### config.mk
export PLATFORM = sky130hd
export DESIGN_NAME = rxchk_errcount
export DESIGN_NICKNAME = d
export VERILOG_FILES = /design/src/rtl/rxchk_pkg.sv /design/src/rtl/rxchk_errcount.sv
export SDC_FILE = /design/constraint.sdc
export NUM_CORES = 1
export LEC_CHECK = 0
export BUFFER_PORTS_ARGS = -buffer_cell sky130_fd_sc_hd__clkbuf_2
export CAP_MARGIN = 30
export CORE_AREA = 5 5 117 64
export CTS_BUF_LIST = sky130_fd_sc_hd__clkbuf_8 sky130_fd_sc_hd__clkbuf_16
export DETAILED_ROUTE_END_ITERATION = 8
export DIE_AREA = 0 0 122 69
export HOLD_SLACK_MARGIN = 0.05
export PLACE_DENSITY = 0.7
export SLEW_MARGIN = 15
export SYNTH_ARGS = -nofsm -noshare
export SYNTH_HDL_FRONTEND = slang
export SYNTH_SLANG_ARGS = --single-unit
### constraint.sdc
create_clock -name clk -period 4.8 [get_ports clk]
set_clock_uncertainty 0.15 [all_clocks]
set_input_delay 0.48 -clock clk [delete_from_list [all_inputs] [get_ports clk]]
set_output_delay 0.48 -clock clk [all_outputs]
set_load 0.05 [all_outputs]
### src/rtl/rxchk_pkg.sv
package rxchk_pkg;
    localparam int WORD_W = 16;
    localparam int PC_W   = $clog2(WORD_W + 1);

    typedef logic [WORD_W-1:0] word_t;
    typedef logic [PC_W-1:0]   pcnt_t;

    typedef enum logic [1:0] {CHK_IDLE, CHK_RUN, CHK_DONE} chk_state_t;

    typedef struct packed {
        logic full;
        logic done;
        logic irq;
    } status_t;

    localparam logic [1:0] ADDR_STATUS = 2'd0;
    localparam logic [1:0] ADDR_ERRS   = 2'd1;

    // x^16 + x^15 + x^13 + x^4 + 1, shifting left
    function automatic word_t next_word(word_t w);
        return {w[WORD_W-2:0], w[15] ^ w[14] ^ w[12] ^ w[3]};
    endfunction

    function automatic pcnt_t popcount(word_t w);
        pcnt_t c = '0;
        for (int i = 0; i < WORD_W; i++) c = c + pcnt_t'(w[i]);
        return c;
    endfunction
endpackage

### src/rtl/rxchk_errcount.sv
module rxchk_errcount
    import rxchk_pkg::*;
#(
    parameter int DEPTH = 16,
    parameter int ERR_W = 16,
    localparam int PTR_W = $clog2(DEPTH)
) (
    input  logic             clk,
    input  logic             rst,
    input  logic             start,
    input  logic             clr,
    input  word_t            seed,
    output logic [PTR_W-1:0] rd_idx,
    input  word_t            rd_word,
    output logic [ERR_W-1:0] err_cnt,
    output logic             done
);
    localparam int SUM_W = ERR_W + PC_W;
    localparam logic [SUM_W-1:0] ERR_MAX = SUM_W'((64'd1 << ERR_W) - 64'd1);
    localparam logic [PTR_W-1:0] LAST = PTR_W'(DEPTH - 1);

    chk_state_t       state;
    word_t            expect_w;
    logic [SUM_W-1:0] sum;
    logic [ERR_W-1:0] err_next;

    always_comb begin
        sum      = SUM_W'(err_cnt) + SUM_W'(popcount(rd_word ^ expect_w));
        err_next = (sum > ERR_MAX) ? ERR_MAX[ERR_W-1:0] : sum[ERR_W-1:0];
    end

    always_ff @(posedge clk) begin
        if (rst || clr) begin
            state    <= CHK_IDLE;
            rd_idx   <= '0;
            expect_w <= '0;
            err_cnt  <= '0;
        end else begin
            case (state)
                CHK_RUN: begin
                    err_cnt  <= err_next;
                    expect_w <= next_word(expect_w);
                    rd_idx   <= rd_idx + 1'b1;
                    if (rd_idx == LAST) state <= CHK_DONE;
                end
                default: if (start) begin
                    state    <= CHK_RUN;
                    rd_idx   <= '0;
                    expect_w <= seed;
                    err_cnt  <= '0;
                end
            endcase
        end
    end

    assign done = (state == CHK_DONE);
endmodule

==> reports/results.txt, run 1 <==
The run finished with clean final reports. The layout has 612 filler cells. The number of clock buffers added by TritonCTS is 5.

The run gives 4.88 ns as the required time of the worst setup path. Before antenna repair, the detailed router went through 5 iterations. The tools report the area taken by multi-input logic gates as 0.00166 mm2. Relative to the synthesized area, the layout overhead comes to 23.6%. Yosys synthesis warning count: 0. The floorplan die area is 0.00842 mm2, and the CTS clock-pin slew for the worst setup and hold paths is 0.06 ns.

Basic-gate share of the synthesized area counting and, or, nand and nor cells: 15.2%. In this run, synthesis produced a sequential element count of 38. The total grt overflow is 0. The count of endpoints failing setup in the final report was 0. Sequential elements use 30.3% of the synthesized area.

Max-cap violations in this run came to 0. The routed design could run at a clock period as short as 4.60 ns. Using the TritonRoute via totals, the vias-per-cell ratio works out to 5.44. The initial antenna violation count was 0. Start point of the worst min-delay path: state[1]. The placed cell count was 417; the multiplexer area fraction after synthesis was 6.39%.

The logs give 4.68 ns for the data arrival at the endpoint of the critical path and 2317 for the count of vias placed by the detailed router. The logs give 2 for the largest buffer count on any clock path and 0 for the final count of pins violating max slew. The count of buffers inserted at the top-level ports is 56, and the part of the cycle the worst path needs is 95.8%.

By area, the combinational part of the netlist is dominated by compound AO/OA/AOI/OAI gates. Of the total power, the clock network draws 28.1%. The H-tree was split into 2 levels. The worst min-delay path category was reg2reg.

0 antenna diodes ended up in the layout. The antenna violation net count after detailed routing came out at 0. Hold timing on the final database bottoms out at a slack of 0.335 ns. The first global-routing pass estimated 11400 um of wire. For the worst flop-to-flop path, the logic depth is 16. The run gives 48 as the count of unique library cells instantiated by Yosys.

Startpoint of the most critical setup path: expect_w[10]. The power per unit of standard cell area is 370 mW/mm2, and the total I/O pin count is 57. Routability-driven placement finished with a final weighted congestion of 0.837. The cell sitting at the root of the clock tree is a sky130_fd_sc_hd__clkbuf_16. For the pin with the worst max-slew slack, the measured transition is 0.806 ns. In this run the critical register-to-register path is captured at err_cnt[9]. The maximum frequency from static timing analysis was 218 MHz; the starting utilization of the core area was 39.3%. The logs give 0.201 mV for the worst IR drop on VDD and 46.3% for the remaining max-slew budget at the tightest pin.

The floorplan has 21 rows. TritonCTS built the clock tree. Net switching is 36.1% of the power.

Internal power of the cells: 732 uW. Counting every net in the synthesized netlist gives 337. After detailed routing, the number of remaining DRC violations is 0.

Once detailed placement completed, the half-perimeter wirelength came to 5150 um. By startpoint and endpoint, the worst setup path is classified as reg2reg. From left edge to right edge, the die measures 122 um.

The maximum fanout along the worst path was 8; the largest net degree at the start of global routing was 39. The mean routed wirelength per cell was 16.4 um. The tools report the critical path launch point type as a flip-flop. The run gives 0 as the total count of hold-check failures in the final report. Fraction of the mapped netlist area in adder cells: 14.1%. The number of nets at the end of the flow was 391; the net switching power of the design was 413 uW.

The tools report the worst flop-to-flop path startpoint as expect_w[10]. The first routing iteration left 206 violations. The instance count along the most critical hold path came out at 2.

Combinational cells account for 42.6% of the total power. In the final layout, the share of cells above drive strength 1 is 27.2%. The cell area that synthesis handed to floorplanning was 0.00251 mm2. STA classifies the critical path endpoint as a flip-flop. Setup repair after global routing left no endpoint under its margin. The logs give 0.20 ns for the register-to-register setup slack and 0.28 ns for the insertion delay of the later-clocked pin in the worst-skew pair. The end point of the critical path is err_cnt[9]. The number of global-route vias before repair is 2138, and the complex-gate fraction of the synthesized area is 20.7%. The die extent in y was 69 um; the number of non-filler instances in the completed layout was 426. Sequential cells account for 29.3% of the total power. The total global routing track utilization was 17.0%; the post-synthesis average cell area was 8.96 um2. Summed over all cells, the static leakage comes to 0.00140 uW. The logs give 769 um2 for the combined flip-flop and latch cell area and 7000 um for the final wirelength. In this run the standard cell core region covers 0.00638 mm2. After Yosys synthesis, XOR and XNOR cells account for 7.68% of the synthesized area. Number of clock sinks seen by CTS: 38.

Synthesis produced a netlist whose cell count is 280.
placed cells by master, fill, tap and decap left out, types with 3 or more instances in the layout:
cell type,count
sky130_fd_sc_hd__mux2i_1,16
sky130_fd_sc_hd__nor2b_1,3
sky130_fd_sc_hd__a311oi_1,3
sky130_fd_sc_hd__clkbuf_2,56
sky130_fd_sc_hd__o31a_1,3
sky130_fd_sc_hd__inv_1,18
sky130_fd_sc_hd__a21oi_1,15
sky130_fd_sc_hd__dfxtp_2,7
sky130_fd_sc_hd__a211oi_1,17
sky130_fd_sc_hd__o211ai_1,5
sky130_fd_sc_hd__nand4_1,3
sky130_fd_sc_hd__o21ai_0,10
sky130_fd_sc_hd__a31oi_1,6
sky130_fd_sc_hd__nand3_1,8
sky130_fd_sc_hd__nor2_1,27
sky130_fd_sc_hd__and3_1,3
sky130_fd_sc_hd__or4_1,3
sky130_fd_sc_hd__fa_1,11
sky130_fd_sc_hd__xor2_2,5
sky130_fd_sc_hd__xor2_1,6
sky130_fd_sc_hd__dfxtp_1,31
sky130_fd_sc_hd__xnor2_1,10
sky130_fd_sc_hd__buf_4,9
sky130_fd_sc_hd__nand2_1,9
sky130_fd_sc_hd__ha_1,9
sky130_fd_sc_hd__clkbuf_16,5
sky130_fd_sc_hd__nor3_1,3
what timing repair did:
| action | 4_1_cts | 5_1_grt |
|---|---|---|
| resized for setup | 0 | 16 |
| setup endpoints to repair | 0 | 16 |
| buffers inserted | 0 | 2 |
| hold buffers | 0 | 0 |
routing by layer:
metal / track usage [%] / vias to the layer above / share of wire, % / wire length, um
li1: - / 1109 / - / -
met1: 26.7 / 1113 / 48 / 3390
met2: 22.7 / 90 / 41 / 2850
met3: 4.74 / 5 / 10 / 703
met4: 3.73 / 0 / 0.73 / 51
met5: 0 / - / 0 / 0
final cells by class:
class	count	share of cell area, %
Multi-Input combinational cell	206	53.7
Sequential cell	38	24.8
Timing Repair Buffer	65	11.2
Clock buffer	5	4.04
Tap cell	92	3.71
Inverter	18	2.18
Clock inverter	2	0.323
flip-flops by register name, indices dropped and copies added, names as in the netlist:
register and count:
err_cnt 16, expect_w 16, rd_idx 4, state 2
cells by family (layout without fill, tap and decap cells):
group,count (synthesis),after routing
AOI/OAI and AO/OA,75,75
and+or+nand+nor,72,72
DFF,38,38
buffers and inverters,36,90
xor gates and xnor gates,22,22
adders and majority gates,21,21
muxes,16,16
synthesized netlist by cell type (all sizes together):
library cell | count | area [um2]
and4 | 2 | 20.0
nor2 | 27 | 101
nand4 | 4 | 40.0
o211ai | 5 | 37.5
o31a | 3 | 26.3
a32oi | 1 | 8.76
or2 | 1 | 6.26
and3 | 3 | 18.8
o311ai | 1 | 8.76
o21bai | 1 | 11.3
or3 | 2 | 12.5
xor2 | 11 | 96.3
a21oi | 15 | 75.1
fa | 12 | 240
nand2 | 9 | 33.8
o2bb2a | 2 | 20.0
xnor2 | 11 | 96.3
a21o | 1 | 7.51
clkbuf | 12 | 45.0
or4 | 3 | 22.5
o21ai | 10 | 50.1
nand3b | 2 | 15.0
o22ai | 2 | 12.5
a41o | 1 | 10.0
inv | 18 | 67.6
and2b | 1 | 7.51
nor2b | 3 | 18.8
nand3 | 8 | 40.0
a41oi | 2 | 17.5
nor3 | 3 | 15.0
o2bb2ai | 1 | 8.76
mux2i | 16 | 160
and4b | 1 | 10.0
and2 | 2 | 12.5
a31oi | 6 | 37.5
nand2b | 1 | 6.26
buf | 6 | 30.0
o21a | 2 | 15.0
a211oi | 18 | 135
a311oi | 3 | 26.3
o211a | 1 | 10.0
dfxtp | 38 | 761
ha | 9 | 113
worst max-delay path, cell delays in order (launching register included):
cell and delay, ns:
sky130_fd_sc_hd__dfxtp_2 0.34, sky130_fd_sc_hd__xnor2_2 0.15, sky130_fd_sc_hd__fa_1 0.55, sky130_fd_sc_hd__inv_1 0.05, sky130_fd_sc_hd__fa_1 0.48, sky130_fd_sc_hd__fa_1 0.50
sky130_fd_sc_hd__inv_1 0.06, sky130_fd_sc_hd__fa_1 0.51, sky130_fd_sc_hd__fa_1 0.45, sky130_fd_sc_hd__inv_1 0.09, sky130_fd_sc_hd__fa_2 0.22, sky130_fd_sc_hd__a211oi_2 0.09
sky130_fd_sc_hd__o21bai_4 0.18, sky130_fd_sc_hd__buf_4 0.15, sky130_fd_sc_hd__nand4_4 0.16, sky130_fd_sc_hd__o2bb2a_1 0.35, sky130_fd_sc_hd__nand3_1 0.08
worst min path at each step:
stage,endpoint
global route,expect_w[8]
detailed placement,state[1]
floorplan,state[1]
CTS,state[1]
finish,state[1]
global placement,state[1]
power groups by stage:
| stage | Sequential [uW] | Clock [uW] | Combinational, uW |
|---|---|---|---|
| floorplan | 347 | 0 | 332 |
| global placement | 341 | 0 | 442 |
| detailed placement | 341 | 0 | 457 |
| CTS | 334 | 329 | 462 |
| global route | 337 | 342 | 561 |
| finish | 336 | 322 | 488 |
through the flow:
step                setup TNS, ns  utilization, %  instance area [um2]  worst slack, ns  power, uW
floorplan                       0               -                 2510           0.0746        678
global placement           -0.189            45.1                 2880          -0.0435        783
detailed placement          -1.39            45.1                 2880           -0.156        798
CTS                             0            47.2                 3020           0.0369       1120
global route                    0            48.5                 3100           0.0212       1240
finish                          0            48.5                 3100            0.202       1150
(Power assumes the default switching activity.)
==> run 2, diff against run 1 <==
CORE_AREA = 5 5 108 59   (was 5 5 117 64)
DIE_AREA = 0 0 113 64   (was 0 0 122 69)
PLACE_DENSITY = 0.81   (was 0.7)
TNS_END_PERCENT = 5   (was default)
==> run 2 against run 1 <==
Combinational power about the same. Total power is 0.97% higher. Sequential share of layout area up 0.24 points. Utilization grew 9.0 points. Die area fell by 14%. Largest cell class unchanged.
==> reports/results.txt, run 2 (synthesis results as in run 1) <==
The tools report the number of iterations in the first detailed-routing pass as 5 (unchanged). For the leakage power, the log shows 0.00139 uW (-0.56%). The number of rows in the core area was 19 (-9.5%). Cell chosen for the clock root: sky130_fd_sc_hd__clkbuf_8. Max-cap violation count: 0 (unchanged). The internal power of the cells is 745 uW (+1.8%). The signal on the critical path passes through xor2_2 -> fa_1 -> fa_1 -> fa_1 -> inv_1 -> fa_1 -> fa_1 -> inv_1 -> fa_1 -> a211oi_2 -> o21bai_4 -> buf_4 -> a21oi_1 -> o21ai_0 -> a31oi_1. The mean routed wirelength per cell was 17.5 um (+6.5%); the last weighted congestion value of the routability-driven placer was 0.905 (+8.0%). The largest registers in the layout are err_cnt (16), expect_w (16), rd_idx (4). The floorplan die area is 0.00723 mm2 (-14%).

STA classifies the critical path endpoint as a flip-flop. Combinational share of power: 41.9% (-0.7 points). The run gives 4.70 ns (+0.02 ns) as the data arrival at the endpoint of the critical path.

The tools report the largest net degree at the start of global routing as 33 (-15%). Number of global-route vias before repair: 2269 (+6.1%). The power per unit of standard cell area came out at 379 mW/mm2 (+2.6%).

The run gives 5 (unchanged) as the number of buffers added by the clock tree synthesis step. The post-detailed-route DRC marker count was 0 (unchanged); the critical path's largest stage delay was 0.57 ns (+0.02 ns). The antenna violation net count after detailed routing was 0 (unchanged); the count of endpoints failing setup in the final report was 0 (unchanged).

The number of nets at the end of the flow is 389 (-0.51%), and the count of vias placed by the detailed router is 2371 (+2.3%). The die extent in y is 64 um (-7.2%). The placed cell count was 398 (-4.6%).

The detailed placer's ending HPWL is 5070 um (-1.5%). For the required time of the worst setup path, the log shows 4.87 ns (about the same). The min-delay analysis places its worst path in the category in2reg. The final count of pins violating max slew was 0 (unchanged); the total I/O pin count was 57 (unchanged).

The met1 layer wirelength in the final routing came out at 3310 um (-2.6%). The insertion delay of the later-clocked pin in the worst-skew pair came out at 0.30 ns (+0.02 ns). For the core outline area, the log shows 0.00530 mm2 (-17%). The part of the total power dissipated in the clock network was 29.1% (+1.0 points). Number of DRC violations after detailed-routing iteration 0: 301 (+46%). The run gives 0 (unchanged) as the initial antenna violation count. The maximum fanout along the worst path is 7 (-1). Ratio of cells with drive above 1 in the final layout: 25.5% (-1.7 points). The largest buffer count on any clock path is 2 (unchanged). Number of clock sinks seen by CTS: 38 (unchanged). The switching power as a share of total power is 35.6% (-0.54 points), and the total grt overflow is 0 (unchanged). The number of diodes added for antenna fixing was 0 (unchanged); the wire length of the first global-routing pass was 11300 um (-1.2%).

Starting utilization of the core area: 47.3% (+8.0 points). The via-per-instance ratio came out at 5.84 (+7.4%). The tools report the met3 wire length as 617 um (-12%). In this run the top signal layer used is met4. The remaining max-slew budget at the tightest pin came out at 47.6% (+1.3 points). For the total count of hold-check failures in the final report, the log shows 0 (unchanged).

Most frequent standard cell in the layout excluding fill and tap cells: sky130_fd_sc_hd__clkbuf_2. The area growth from synthesis to layout is 21.6%. For the net switching power of the design, the log shows 411 uW (-0.55%). In the layout the commonest cells are 56 x sky130_fd_sc_hd__clkbuf_2, 35 x sky130_fd_sc_hd__dfxtp_1, 27 x sky130_fd_sc_hd__nor2_1.

The power share of the sequential group was 29.0% (-0.3 points); the slew at the pin closest to its max-slew limit was 0.786 ns (-0.0199 ns). H-tree depth: 2 (unchanged). The worst-path cell with the longest stage delay is sky130_fd_sc_hd__fa_1.

The tools report the maximum frequency from static timing analysis as 216 MHz (-0.88%). TritonCTS built the clock tree. The CTS clock-pin slew for the worst setup and hold paths came out at 0.09 ns (+0.03 ns). The worst IR drop on VDD was 0.177 mV (-12%). The number of non-filler instances in the completed layout was 406 (-4.7%). The time the worst path needs with I/O delays and setup is 4.64 ns (+0.0409 ns), and the horizontal die dimension is 113 um (-7.4%). The most frequent cell on the critical path was sky130_fd_sc_hd__fa_1. The routed length on met2 was 3110 um (+9.2%). The final wirelength came out at 7100 um (+1.5%).

The worst setup path is of the reg2reg kind. The tools report the total global routing track utilization as 19.3% (+2.3 points). The part of the cycle the worst path needs was 96.6% (+0.85 points). The share of the core filled with cells in the final layout was 57.5% (+9.0 points). The flow ran to the end, and the final reports show no timing, DRC or antenna violations. The count of buffers inserted at the top-level ports works out to 56 (unchanged). The critical path launch point type is a flip-flop.

Buffers inserted during post-CTS setup optimization: 0 (unchanged).
-- run 2: cell count changes in the layout (fill, tap and decap cells not counted), sizes merged --
| cell | before | now |
|---|---|---|
| buf | 9 | 7 |
| bufinv | 0 | 2 |
| clkinv | 2 | 1 |
-- run 2: stage by stage --
step	cell area (um2)	setup WS (ns)	hold WS, ns	power [uW]	TNS (ns)
floorplan	2510	0.0746	0.298	678	0
global route	3050	-0.0546	0.365	1240	-0.209
detailed placement	2860	-0.151	0.347	790	-1.04
global placement	2860	-0.0437	0.309	773	-0.203
CTS	2990	0.0185	0.346	1130	0
finish	3050	0.162	0.340	1160	0
-- run 2: routing by layer --
metal | global-route usage, % | up-vias
li1 | - | 1115
met1 | 27.4 | 1116
met5 | 0 | -
met2 | 29.3 | 128
met4 | 3.45 | 0
met3 | 6.13 | 12
-- run 2: what timing repair did --
action	4_1_cts	5_1_grt
endpoints found under the setup margin	0	16
resized for setup	0	11
hold buffers	0	0
hold endpoints to repair	0	0
-- run 2: final timing paths --
path	start	endpoint	slack, ns	depth (start not counted)
max	expect_w[0]	err_cnt[6]	0.16	15
min	seed[2]	expect_w[2]	0.34	3
max reg2reg	expect_w[0]	err_cnt[6]	0.16	15
min reg2reg	state[1]	state[1]	0.35	2
-- run 2: worst max-delay path: cells and delay by family, from the launching register on --
family | cells | cell delay (ns)
flip-flops | 1 | 0.41
AO/OA/AOI/OAI | 5 | 0.84
adder cells (fa/ha/maj) | 6 | 2.68
XOR/XNOR | 1 | 0.19
buffers and inverters | 3 | 0.28
-- run 2: cell type report --
class	count	area [um2]
clock buffers	5	68.8
multi-input cells	206	1660
flip-flops and latches	38	764
clock inverters	3	68.8
fillers	461	2250
well taps	73	91.3
repair buffers	63	333
inverters	18	67.6
-- run 2: power by group through the flow --
stage	clock, uW	combinational [uW]	sequential, uW
after floorplan	0	332	347
after global placement	0	432	341
after detailed placement	0	449	341
after CTS	337	454	334
after global routing	358	544	336
final	337	485	335
